## src/rtl/fot_pkg.sv

```systemverilog
package fot_pkg;

    typedef enum logic [1:0] {
        LIM_EIGHTH  = 2'd0,
        LIM_QUARTER = 2'd1,
        LIM_HALF    = 2'd2,
        LIM_OFF     = 2'd3
    } lim_sel_e;

    typedef struct packed {
        logic [1:0] gain_pre;
        logic [1:0] gain_post;
        lim_sel_e   lim;
        logic       freeze_en;
    } loop_cfg_t;

    localparam int GAIN_SHIFT_BASE = 3;

    // frequency-shift style modes that the loop follows
    function automatic logic is_tracking_mode(input logic [2:0] m);
        return (m == 3'd0) || (m == 3'd1) || (m == 3'd3);
    endfunction

endpackage

```

## src/rtl/fot_gain.sv

```systemverilog
module fot_gain #(
    parameter int ERR_W = 16,
    parameter int SUM_W = 18
) (
    input  logic                    sync_i,
    input  logic [1:0]              gain_pre_i,
    input  logic [1:0]              gain_post_i,
    input  logic signed [ERR_W-1:0] err_i,
    output logic signed [SUM_W-1:0] step_o
);
    localparam int SH_W = 4;

    logic [1:0]              code;
    logic [SH_W-1:0]         shamt;
    logic signed [SUM_W-1:0] err_x;

    always_comb begin
        code   = sync_i ? gain_post_i : gain_pre_i;
        shamt  = SH_W'(fot_pkg::GAIN_SHIFT_BASE) + SH_W'(code);
        err_x  = {{(SUM_W-ERR_W){err_i[ERR_W-1]}}, err_i};
        step_o = err_x >>> shamt;
    end

endmodule

```

## src/rtl/fot_limit.sv

```systemverilog
module fot_limit #(
    parameter int BW_W  = 8,
    parameter int EST_W = 16,
    parameter int SUM_W = 18
) (
    input  fot_pkg::lim_sel_e       lim_sel_i,
    input  logic signed [BW_W-1:0]  bw_scale_i,
    output logic signed [SUM_W-1:0] lim_mag_o,
    output logic                    track_en_o
);
    // BW/8 of a full-scale estimate: scale sits in the top BW_W bits
    localparam int SCALE_SH  = EST_W - BW_W - 3;
    localparam int EST_MAX_I = (1 << (EST_W-1)) - 1;
    localparam logic signed [SUM_W-1:0] EST_MAX = $signed(SUM_W'(EST_MAX_I));

    logic signed [BW_W:0]    bw_x;
    logic signed [BW_W:0]    mag;
    logic [4:0]              shamt;
    logic signed [SUM_W-1:0] wide;

    always_comb begin
        bw_x  = {bw_scale_i[BW_W-1], bw_scale_i};
        mag   = (bw_x < 0) ? -bw_x : bw_x;
        shamt = 5'(SCALE_SH) + 5'(lim_sel_i);
        wide  = $signed({{(SUM_W-BW_W-1){1'b0}}, mag}) <<< shamt;
        lim_mag_o  = (wide > EST_MAX) ? EST_MAX : wide;
        track_en_o = (lim_sel_i != fot_pkg::LIM_OFF);
    end

endmodule

```

## src/rtl/fot_acc.sv

```systemverilog
module fot_acc #(
    parameter int EST_W = 16,
    parameter int SUM_W = 18
) (
    input  logic                    clk,
    input  logic                    rst,
    input  logic                    clr_i,
    input  logic                    upd_i,
    input  logic signed [SUM_W-1:0] step_i,
    input  logic signed [SUM_W-1:0] lim_mag_i,
    output logic signed [EST_W-1:0] est_o
);
    logic signed [SUM_W-1:0] est_x;
    logic signed [SUM_W-1:0] sum;
    logic signed [SUM_W-1:0] lim_neg;
    logic signed [SUM_W-1:0] nxt;

    always_comb begin
        est_x   = {{(SUM_W-EST_W){est_o[EST_W-1]}}, est_o};
        sum     = est_x + step_i;
        lim_neg = -lim_mag_i;
        if (sum > lim_mag_i)
            nxt = lim_mag_i;
        else if (sum < lim_neg)
            nxt = lim_neg;
        else
            nxt = sum;
    end

    always_ff @(posedge clk) begin
        if (rst || clr_i)
            est_o <= '0;
        else if (upd_i)
            est_o <= nxt[EST_W-1:0];
    end

endmodule

```

## src/rtl/fot_synth.sv

```systemverilog
module fot_synth #(
    parameter int EST_W = 16
) (
    input  logic                    clk,
    input  logic                    rst,
    input  logic                    commit_i,
    input  logic signed [EST_W-1:0] est_i,
    output logic signed [EST_W-1:0] synth_o
);
    localparam logic signed [EST_W:0] MAX_V = {2'b00, {(EST_W-1){1'b1}}};
    localparam logic signed [EST_W:0] MIN_V = {2'b11, {(EST_W-1){1'b0}}};

    logic signed [EST_W:0] sum;
    logic signed [EST_W:0] sat;

    always_comb begin
        sum = {est_i[EST_W-1], est_i} + {synth_o[EST_W-1], synth_o};
        if (sum > MAX_V)
            sat = MAX_V;
        else if (sum < MIN_V)
            sat = MIN_V;
        else
            sat = sum;
    end

    always_ff @(posedge clk) begin
        if (rst)
            synth_o <= '0;
        else if (commit_i)
            synth_o <= sat[EST_W-1:0];
    end

endmodule

```

## src/rtl/freq_offset_tracker.sv

```systemverilog
module freq_offset_tracker #(
    parameter int ERR_W  = 16,
    parameter int EST_W  = 16,
    parameter int BW_W   = 8,
    parameter int STAT_W = 8
) (
    input  logic                     clk,
    input  logic                     rst,
    input  logic                     clr_i,
    input  logic                     sym_valid_i,
    input  logic signed [ERR_W-1:0]  err_i,
    input  logic [2:0]               mode_i,
    input  logic                     cs_i,
    input  logic                     sync_i,
    input  logic                     freeze_en_i,
    input  logic [1:0]               gain_pre_i,
    input  logic [1:0]               gain_post_i,
    input  logic [1:0]               lim_sel_i,
    input  logic signed [BW_W-1:0]   bw_scale_i,
    input  logic                     commit_i,
    output logic signed [EST_W-1:0]  est_o,
    output logic [STAT_W-1:0]        stat_o,
    output logic signed [EST_W-1:0]  synth_ofs_o
);
    import fot_pkg::*;

    localparam int SUM_W = ((ERR_W > EST_W) ? ERR_W : EST_W) + 2;

    loop_cfg_t               cfg;
    logic signed [SUM_W-1:0] step;
    logic signed [SUM_W-1:0] lim_mag;
    logic                    track_en;
    logic                    upd;

    assign cfg = '{gain_pre:  gain_pre_i,
                   gain_post: gain_post_i,
                   lim:       lim_sel_e'(lim_sel_i),
                   freeze_en: freeze_en_i};

    fot_gain #(.ERR_W(ERR_W), .SUM_W(SUM_W)) i_gain (
        .sync_i      (sync_i),
        .gain_pre_i  (cfg.gain_pre),
        .gain_post_i (cfg.gain_post),
        .err_i       (err_i),
        .step_o      (step)
    );

    fot_limit #(.BW_W(BW_W), .EST_W(EST_W), .SUM_W(SUM_W)) i_limit (
        .lim_sel_i   (cfg.lim),
        .bw_scale_i  (bw_scale_i),
        .lim_mag_o   (lim_mag),
        .track_en_o  (track_en)
    );

    assign upd = sym_valid_i && is_tracking_mode(mode_i) && track_en
                 && !(cfg.freeze_en && !cs_i);

    fot_acc #(.EST_W(EST_W), .SUM_W(SUM_W)) i_acc (
        .clk       (clk),
        .rst       (rst),
        .clr_i     (clr_i),
        .upd_i     (upd),
        .step_i    (step),
        .lim_mag_i (lim_mag),
        .est_o     (est_o)
    );

    fot_synth #(.EST_W(EST_W)) i_synth (
        .clk      (clk),
        .rst      (rst),
        .commit_i (commit_i),
        .est_i    (est_o),
        .synth_o  (synth_ofs_o)
    );

    assign stat_o = est_o[EST_W-1 -: STAT_W];

endmodule

```

## config.mk

```make
export PLATFORM = sky130hd
export DESIGN_NAME = freq_offset_tracker
export DESIGN_NICKNAME = d
export VERILOG_FILES = /design/src/rtl/fot_pkg.sv /design/src/rtl/fot_gain.sv /design/src/rtl/fot_limit.sv /design/src/rtl/fot_acc.sv /design/src/rtl/fot_synth.sv /design/src/rtl/freq_offset_tracker.sv
export SDC_FILE = /design/constraint.sdc
export NUM_CORES = 1
export LEC_CHECK = 0
export BUFFER_PORTS_ARGS = -buffer_cell sky130_fd_sc_hd__buf_2
export CORE_MARGIN = 5
export CORE_UTILIZATION = 60
export CTS_CLUSTER_DIAMETER = 40
export DETAILED_ROUTE_END_ITERATION = 6
export PLACE_DENSITY = 0.93
export SLEW_MARGIN = 20
export SYNTH_ARGS = -nofsm -noshare
export SYNTH_HDL_FRONTEND = slang
export SYNTH_SLANG_ARGS = --single-unit
```

## constraint.sdc

```tcl
create_clock -name clk -period 20.8 [get_ports clk]
set_clock_uncertainty 0.1 [all_clocks]
set_input_delay 4.16 -clock clk [delete_from_list [all_inputs] [get_ports clk]]
set_output_delay 4.16 -clock clk [all_outputs]
set_load 0.01 [all_outputs]
```

# == Yosys cells after proc, flatten, opt, wreduce, memory -nomap -nowiden ==
# Index checks and enable logic that the tools add are counted.
# totals
register_bits,32
inputBits,41
output_inout_bits,40
elab_cells,36
# classes
add_sub_neg,6
n_lt_le_gt_ge,6
eq_ne,3
shifts,2
mux,7
n_reduce_logical,10
# ops
cell,count
16-bit 2-to-1 mux,4
16-bit by 18-bit adder with 18-bit output,1
"18-bit by 16-bit > comparator with 1-bit output, second input constant",1
18-bit > comparator,1
18-bit less-than comparator,1
18-bit 2-to-1 mux,1
18-bit negation,1
10-bit by 5-bit <<< shifter with 18-bit output,1
16-bit by 3-bit >>> shifter with 18-bit output,1
16-bit by 16-bit adder with 17-bit output,1
"17-bit by 16-bit > comparator with 1-bit output, second input constant",1
"17-bit by 16-bit less-than comparator with 1-bit output, second input constant",1
9-bit 2-to-1 mux,1
8-bit negation with 9-bit output,1
"8-bit by 1-bit less-than comparator with 1-bit output, second input constant",1
"3-bit by 2-bit adder with 4-bit output, first input constant",1
1-bit logical AND,4
"2-bit by 2-bit adder with 3-bit output, first input constant",1
"3-bit by 1-bit equality test with 1-bit output, second input constant",1
"3-bit by 2-bit equality test with 1-bit output, second input constant",1
3-bit logical NOT,1
1-bit logical OR,3
1-bit logical NOT,2
2-bit 2-to-1 mux,1
"2-bit != test, second input constant",1

# == Longest topological paths before layout ==
# Gate-level depths: netlist of the first run.
# logic_depth
word_depth,9
mapped_depth,30

# == Modules after synthesis ==
# From an unflattened synthesis of the first run, not the netlist that was laid out.
# hier_totals
cells_unflattened,752
hier_area_um2,6038.3
# by_module_without_submodules
mod,n_inst,cells_per_inst,area_each_um2
fot_acc,1,363,2860.2
fot_synth,1,190,1477.7
fot_limit,1,129,829.5
fot_gain,1,58,782.0
freq_offset_tracker,1,12,88.8

# == Worst setup path before layout of the first run ==
# Ideal clock, no wire load.
# synth_path
path_kind,input to register
startpoint,input sync_i
endpoint,register i_acc.est_o[4]
setup_ns,0.115
arrival_ns,9.932
slack_ns,10.653
path_stages,28
path_buffers,2
path_cell_list,mux2i_1 -> clkbuf_1 -> ha_1 -> clkbuf_1 -> mux2i_1 -> mux2_2 -> ha_1 -> inv_1 -> fa_1 -> nor2b_1 -> o21ai_0 -> a21oi_1 -> o21ai_0 -> a31oi_1 -> a21o_1 -> a21oi_1 -> nor2_1 -> o31ai_1 -> ha_1 -> nor2_1 -> nand2_1 -> a211oi_1 -> o221ai_1 -> o21ai_1 -> clkinv_1 -> a211oi_1 -> a211oi_1 -> o21a_1
# synth_between
elab_chain_len,7
word_cells_on_any_way,8
classes_between,2 x add/sub; 2 x order compare; 1 x shift; 3 x mux
# synth_lines
item,line_no,rtl
from (decl),freq_offset_tracker.sv:14,"input logic sync_i,"
2-bit 2-to-1 mux (*),fot_gain.sv:18,code = sync_i ? gain_post_i : gain_pre_i;
2-bit by 2-bit adder with 3-bit output (*),fot_gain.sv:19,shamt = SH_W'(fot_pkg::GAIN_SHIFT_BASE) + SH_W'(code);
16-bit by 3-bit >>> shifter with 18-bit output (*),fot_gain.sv:21,step_o = err_x >>> shamt;
16-bit by 18-bit adder with 18-bit output (*),fot_acc.sv:20,sum = est_x + step_i;
18-bit less-than comparator,fot_acc.sv:24,else if (sum < lim_neg)
16-bit 2-to-1 mux,fot_acc.sv:24,
16-bit 2-to-1 mux (*),fot_acc.sv:22,if (sum > lim_mag_i)
to (signal assigned),fot_acc.sv:34,est_o <= nxt[EST_W-1:0];
to (decl),fot_acc.sv:11,output logic signed [EST_W-1:0] est_o
# Mark *: on every way between the ends. The rest lies on a longest branch, timed or not.
# A chain may end at the register's enable or synchronous reset.

# == Final worst setup path of the first run ==
# Ends and elaborated chain as after synthesis.

==> run metrics, run 1 <==
Cell variety after synth 87; Initial Util 61.6%; Max Freq 0.0922 GHz; Reg power frac 21.7%; clock share of power 17.6%; Vias/cell 6.35; TritonCTS clock tree yes; core box area 0.00924 sq mm; Die X 107 microns; DR iter-0 viols 428; Worst Setup Path Type input port to flip-flop; CP Capture Type flip-flop; Synth Area in Compound Gates 26.8%; switching power 0.137 mW; DP Worst Slack 9.37 ns; met2 Use GR 43.5%; gr usage total 25.3%; clk sinks 32; most frequent cells in the layout buf_2 (80), ha_1 (71), nor2_1 (65); post-CTS setup buffers 0; WL per Instance 16.7 microns; P_leak 2.75 nW; PnR worst setup slack 9.95 ns; latest clock arrival within the worst-skew pair 0.29 ns; Comb pwr share 60.7%; CP max stage cell o21ai_1; hold-fix buffers at CTS 0; Worst Path Arrival 10.94 ns; Final setup viols 0; Rows 35; dpl hpwl 12100 microns; share of cells above drive strength 1 16.1%; CP Launch Type input port; Fill cells 759; gr busiest metal met2; Tmin final 10.85 ns; Pint 0.170 mW; Die Ht 107 microns; largest net degree at the start of global routing 38; Fin. Hold Viols 0; Bufs on Longest Clock Path 2; post-synthesis mux area share 7.70%; total gr overflow 0; Synth Area in XOR/XNOR 6.31%; Inserted Clock Buffers 5; TNS Setup 0 ns; Buf+Inv Stages, Crit Path 3; WP data required 20.89 ns; Ys Warns 0; die area 0.0115 sq mm; period utilisation layout 52.2%; Simple-Gate Fraction of Synth Area 22.5%; Syn Nets 855; Max VDD drop 0.0260 mV; Syn Area/Cell 7.68 sq um; Post-Route WL 15200 microns; RD Place Congestion 0.919; pwr/cell area 50.1 mW/mm^2; Overall Power 0.307 mW; top cells by area, synth ha_1 (16%), dfxtp_1 (11%), mux2i_1 (4.9%), nor2_1 (4.3%), a21oi_1 (3.9%); Most used DFF post-synth dfxtp_1; Synth area leader ha_1; Multi-input gate area 0.00470 sq mm; worst-path maximum fanout 21; nets 895; Synth top area share 15.6%; CP max stage delay 0.78 ns; Post-Layout Cell Count 910; commonest non-fill, non-tap cell in the layout buf_2; # Max-Cap Violations 0; vias in the first global route 5288; switching share of power 44.7%; sequential area share after synthesis 11.3%; Slew Limit Fails 0; RSZ-0062 raised after global routing false; status finished, final reports clean; I/O pins 81; Rel. slew slack 34.8%; CTS root buf clkbuf_8; Synth async-reset ratio 0%; largest family of logic cells by synthesized area compound AO/OA/AOI/OAI gates; antenna violations before repair 0; first-pass GRT wire length 24600 microns; Area growth syn-to-layout 7.77%; Post-synth EDFFs 0; met1 GRT Util 33.4%; antenna cells 0; Synth Area in Adders 19.0%; Worst Hold Class flip-flop to flip-flop; Mapped Cells 741; # port buffers 80; Worst Tran Pin Value 0.971 ns; met3 GRT Util 3.00%; Sequential Area 641 sq um; number of H-tree levels 2; residual DRC count 0; cell area after synthesis 0.00569 sq mm; # resized after CTS 0; DRT Pass-1 Iters 5; cell family with most CP delay compound AO/OA/AOI/OAI gates; Placed Instances 903; antenna-violating nets left 0; vias after detailed routing 5777; post-synthesis register bit count 32; Reg clk slew, reported paths 0.07 ns
==> synth_stat cells (9+ instances only) <==
master and n:
a211oi_1 24, buf_2 9, buf_4 9, maj3_1 15
xnor2_1 20, nor2_1 65, dfxtp_1 32, a21oi_1 44
nor2b_1 10, xor2_1 21, inv_1 25, ha_1 71
nor3_1 18, o21ai_0 28, a31oi_1 10, o211ai_1 11
clkbuf_1 26, mux2_2 14, nand3_1 18, nand2_1 52
o21a_1 15, mux2i_1 28, nand2b_1 15, a21o_1 20
==> tightest hold or removal path: cells and delay by family, from the launching register on <==
family             cells  cell delay [ns]
DFF                    1             0.32
and+or+nand+nor        1             0.09
AOI/OAI and AO/OA      1             0.05
==> cells by family after synthesis <==
family / count (synthesis)
fa+ha+maj: 88
xor+xnor: 41
other cells: 1
compound gates: 215
mux: 42
simple gates: 244
buf+inv: 78
flops: 32
==> flip-flops by register name, indices dropped and copies added (netlist names) <==
| name | flops |
|---|---|
| i_acc.est_o | 16 |
| i_synth.synth_o | 16 |
==> path summary, 6_finish.rpt <==
check / startpoint / to / slack (ns) / cells after the start
min reg2reg: i_synth.synth_o[10] / i_synth.synth_o[10] / 0.41 / 2
min: i_synth.synth_o[10] / i_synth.synth_o[10] / 0.41 / 2
max reg2reg: i_acc.est_o[0] / i_acc.est_o[4] / 15.24 / 22
max: sync_i / i_acc.est_o[4] / 9.95 / 27
==> final cells by class <==
cell class / instances / share of cell area, %
Clock buffer: 7 / 1.57
Inverter: 29 / 1.84
Multi-Input combinational cell: 631 / 76.7
Sequential cell: 32 / 10.5
Tap cell: 129 / 2.63
Timing Repair Buffer: 82 / 6.78
==> per-layer routing <==
| metal | up-vias | part of all wire (%) |
|---|---|---|
| met1 | 2664 | 44 |
| li1 | 2842 | - |
| met2 | 233 | 47 |
| met4 | 0 | 2.5 |
| met3 | 38 | 6.5 |
| met5 | - | 0 |
==> power groups by stage <==
stage                     logic [mW]  clock network, mW  registers [mW]
after global routing           0.207             0.0556          0.0670
after global placement         0.176                  0          0.0680
after CTS                      0.183             0.0533          0.0666
final                          0.186             0.0539          0.0667
after detailed placement       0.181                  0          0.0679
after floorplan                0.142                  0          0.0688
==> stage by stage <==
| stage | hold slack (ns) | cell area [sq um] | util [%] |
|---|---|---|---|
| 2_1_floorplan | 0.408 | 5690 | - |
| 3_5_place_dp | 0.397 | 6020 | 65.1 |
| 6_report | 0.406 | 6130 | 66.3 |
| 3_3_place_gp | 0.390 | 6020 | 65.1 |
| 5_1_grt | 0.433 | 6130 | 66.3 |
| 4_1_cts | 0.406 | 6110 | 66.2 |
Note: power is estimated with default switching activity, not from simulation.
==> run 2, diff against run 1 <==
==> constraint.sdc (replaced) <==
create_clock -name clk -period 11.15 [get_ports clk]
set_clock_uncertainty 0.1 [all_clocks]
set_input_delay 2.23 -clock clk [delete_from_list [all_inputs] [get_ports clk]]
set_output_delay 2.23 -clock clk [all_outputs]
set_load 0.01 [all_outputs]
==> run 2 against run 1 <==
Effect of this change: power increased by 87%; combinational power increased by 90%; routed wire length increased by 0.77%; worst hold slack got worse by 0.0041 ns; sequential power increased by 86%; clock power increased by 78%; final cell count increased by 0.33%; utilization about the same; via count increased by 1.6%; sequential cell count unchanged; global-route usage increased by 0.75 points; non-clock buffer count increased by 2; largest power group unchanged; highest routed layer unchanged.
==> run metrics, run 2 (synthesis results as in run 1) <==
DRT Pass-1 Iters 5; antenna cells 0; status finished, final reports clean; DR iter-0 viols 459; Final setup viols 0; RSZ-0062 raised after global routing false; Post-Route WL 15300 microns; hold-fix buffers at CTS 0; gr busiest metal met2; Rel. slew slack 46.8%; clk sinks 32; Worst Hold Class flip-flop to flip-flop; WL per Instance 16.8 microns; Fill cells 738; nets 897; largest net degree at the start of global routing 38; met3 GRT Util 3.36%; Vias/cell 6.43; core box area 0.00924 sq mm; Placed Instances 905; # resized after CTS 0; Largest regs i_acc.est_o x16, i_synth.synth_o x16; # Max-Cap Violations 0; CTS root buf clkbuf_8; commonest non-fill, non-tap cell in the layout buf_2; cell family with most CP delay compound AO/OA/AOI/OAI gates; first-pass GRT wire length 25500 microns; residual DRC count 0; share of cells above drive strength 1 16.5%; CP max stage cell ha_1; Max VDD drop 0.0413 mV; dpl hpwl 12100 microns; number of H-tree levels 2; CP max stage delay 0.64 ns; met1 GRT Util 34.3%; Die Ht 107 microns; Fin. Hold Viols 0; Die X 107 microns; pwr/cell area 93.5 mW/mm^2; RD Place Congestion 0.922; # port buffers 80; CP Launch Type input port; Area growth syn-to-layout 7.81%; latest clock arrival within the worst-skew pair 0.29 ns; Setup crit start sync_i; period utilisation layout 76.3%; post-layout util 66.4%; Worst Path Arrival 8.58 ns; most frequent cells in the layout buf_2 (80), ha_1 (71), nor2_1 (65); post-CTS setup buffers 0; Bufs on Longest Clock Path 2; I/O pins 81; P_leak 2.76 nW; Reg-to-Reg Start i_acc.est_o[0]; worst-path maximum fanout 21; Buf+Inv Stages, Crit Path 4; met2 Use GR 45.0%; Max Freq 0.118 GHz; antenna violations before repair 0; Reg clk slew, reported paths 0.07 ns; Slew Limit Fails 0; die area 0.0115 sq mm; antenna-violating nets left 0; Initial Util 61.6%; Tmin final 8.50 ns; Inserted Clock Buffers 5; R2R Setup Slk 5.83 ns; total gr overflow 0; Rows 35; Hold Crit Depth 2; Hold EP i_synth.synth_o[6]; CP Capture Type flip-flop; Worst Tran Pin Value 0.798 ns; vias after detailed routing 5867; most used cell, CP ha_1; WP data required 11.23 ns; TritonCTS clock tree yes; Worst R2R End i_acc.est_o[4]; Post-Layout Cell Count 913; worst reg2reg path depth 21; Worst Setup Path Type input port to flip-flop; hold wc startpoint i_synth.synth_o[6]; TNS Setup 0 ns; gr usage total 26.1%; vias in the first global route 5480
==> run 2: per-layer routing <==
metal  routed length, microns  vias to the layer above
li1                         -                     2858
met1                     6460                     2675
met2                     7310                      296
met3                     1220                       38
met4                      345                        0
met5                        0                        -
==> run 2: worst max path at each step <==
stage	end	slack (ns)	cells after the start
global placement	i_acc.est_o[4]	2.78	29
floorplan	i_acc.est_o[4]	2.93	28
CTS	i_acc.est_o[4]	2.79	29
detailed placement	i_acc.est_o[4]	2.53	29
finish	i_acc.est_o[4]	2.65	29
global route	i_acc.est_o[4]	1.99	28
==> run 2: power by group <==
part	internal, mW	switching [mW]	total, mW	leakage [nW]
sequential	0.119	0.00513	0.124	0.261
clock	0.0493	0.0464	0.0957	0.0510
combinational	0.144	0.209	0.353	2.44
total	0.313	0.261	0.573	2.76
==> run 2: area by class of cell <==
class                           count  area (sq um)  area share [%]
Multi-Input combinational cell    631          4690            76.6
Timing Repair Buffer               84           430            7.02
Clock buffer                        6          82.6            1.35
Tap cell                          129           161            2.63
Sequential cell                    32           641            10.4
Inverter                           29           113            1.84
Clock inverter                      2          10.0           0.163
==> run 2: worst reg2reg max path, cell delays in order (launching register included) <==
cell	delay, ns
dfxtp_1	0.46
ha_1	0.23
inv_1	0.06
fa_1	0.41
nor2b_1	0.12
o21ai_0	0.10
a21oi_1	0.32
o21ai_0	0.22
a31oi_1	0.37
a21o_1	0.20
a21oi_1	0.06
nor2_1	0.09
o31ai_1	0.12
ha_1	0.31
nand4_1	0.17
nor4_1	0.43
a41oi_1	0.21
nand2_1	0.34
clkinv_1	0.36
a211oi_1	0.27
a211oi_1	0.08
o21a_1	0.19
==> run 2: through the flow <==
| stage | area [sq um] | setup slack (ns) | hold slack [ns] | power [mW] |
|---|---|---|---|---|
| 5_1_grt | 6130 | 1.99 | 0.428 | 0.618 |
| 2_1_floorplan | 5690 | 2.93 | 0.408 | 0.393 |
| 3_3_place_gp | 6030 | 2.78 | 0.389 | 0.460 |
| 6_report | 6130 | 2.65 | 0.402 | 0.573 |
| 3_5_place_dp | 6030 | 2.53 | 0.390 | 0.470 |
| 4_1_cts | 6120 | 2.79 | 0.406 | 0.565 |
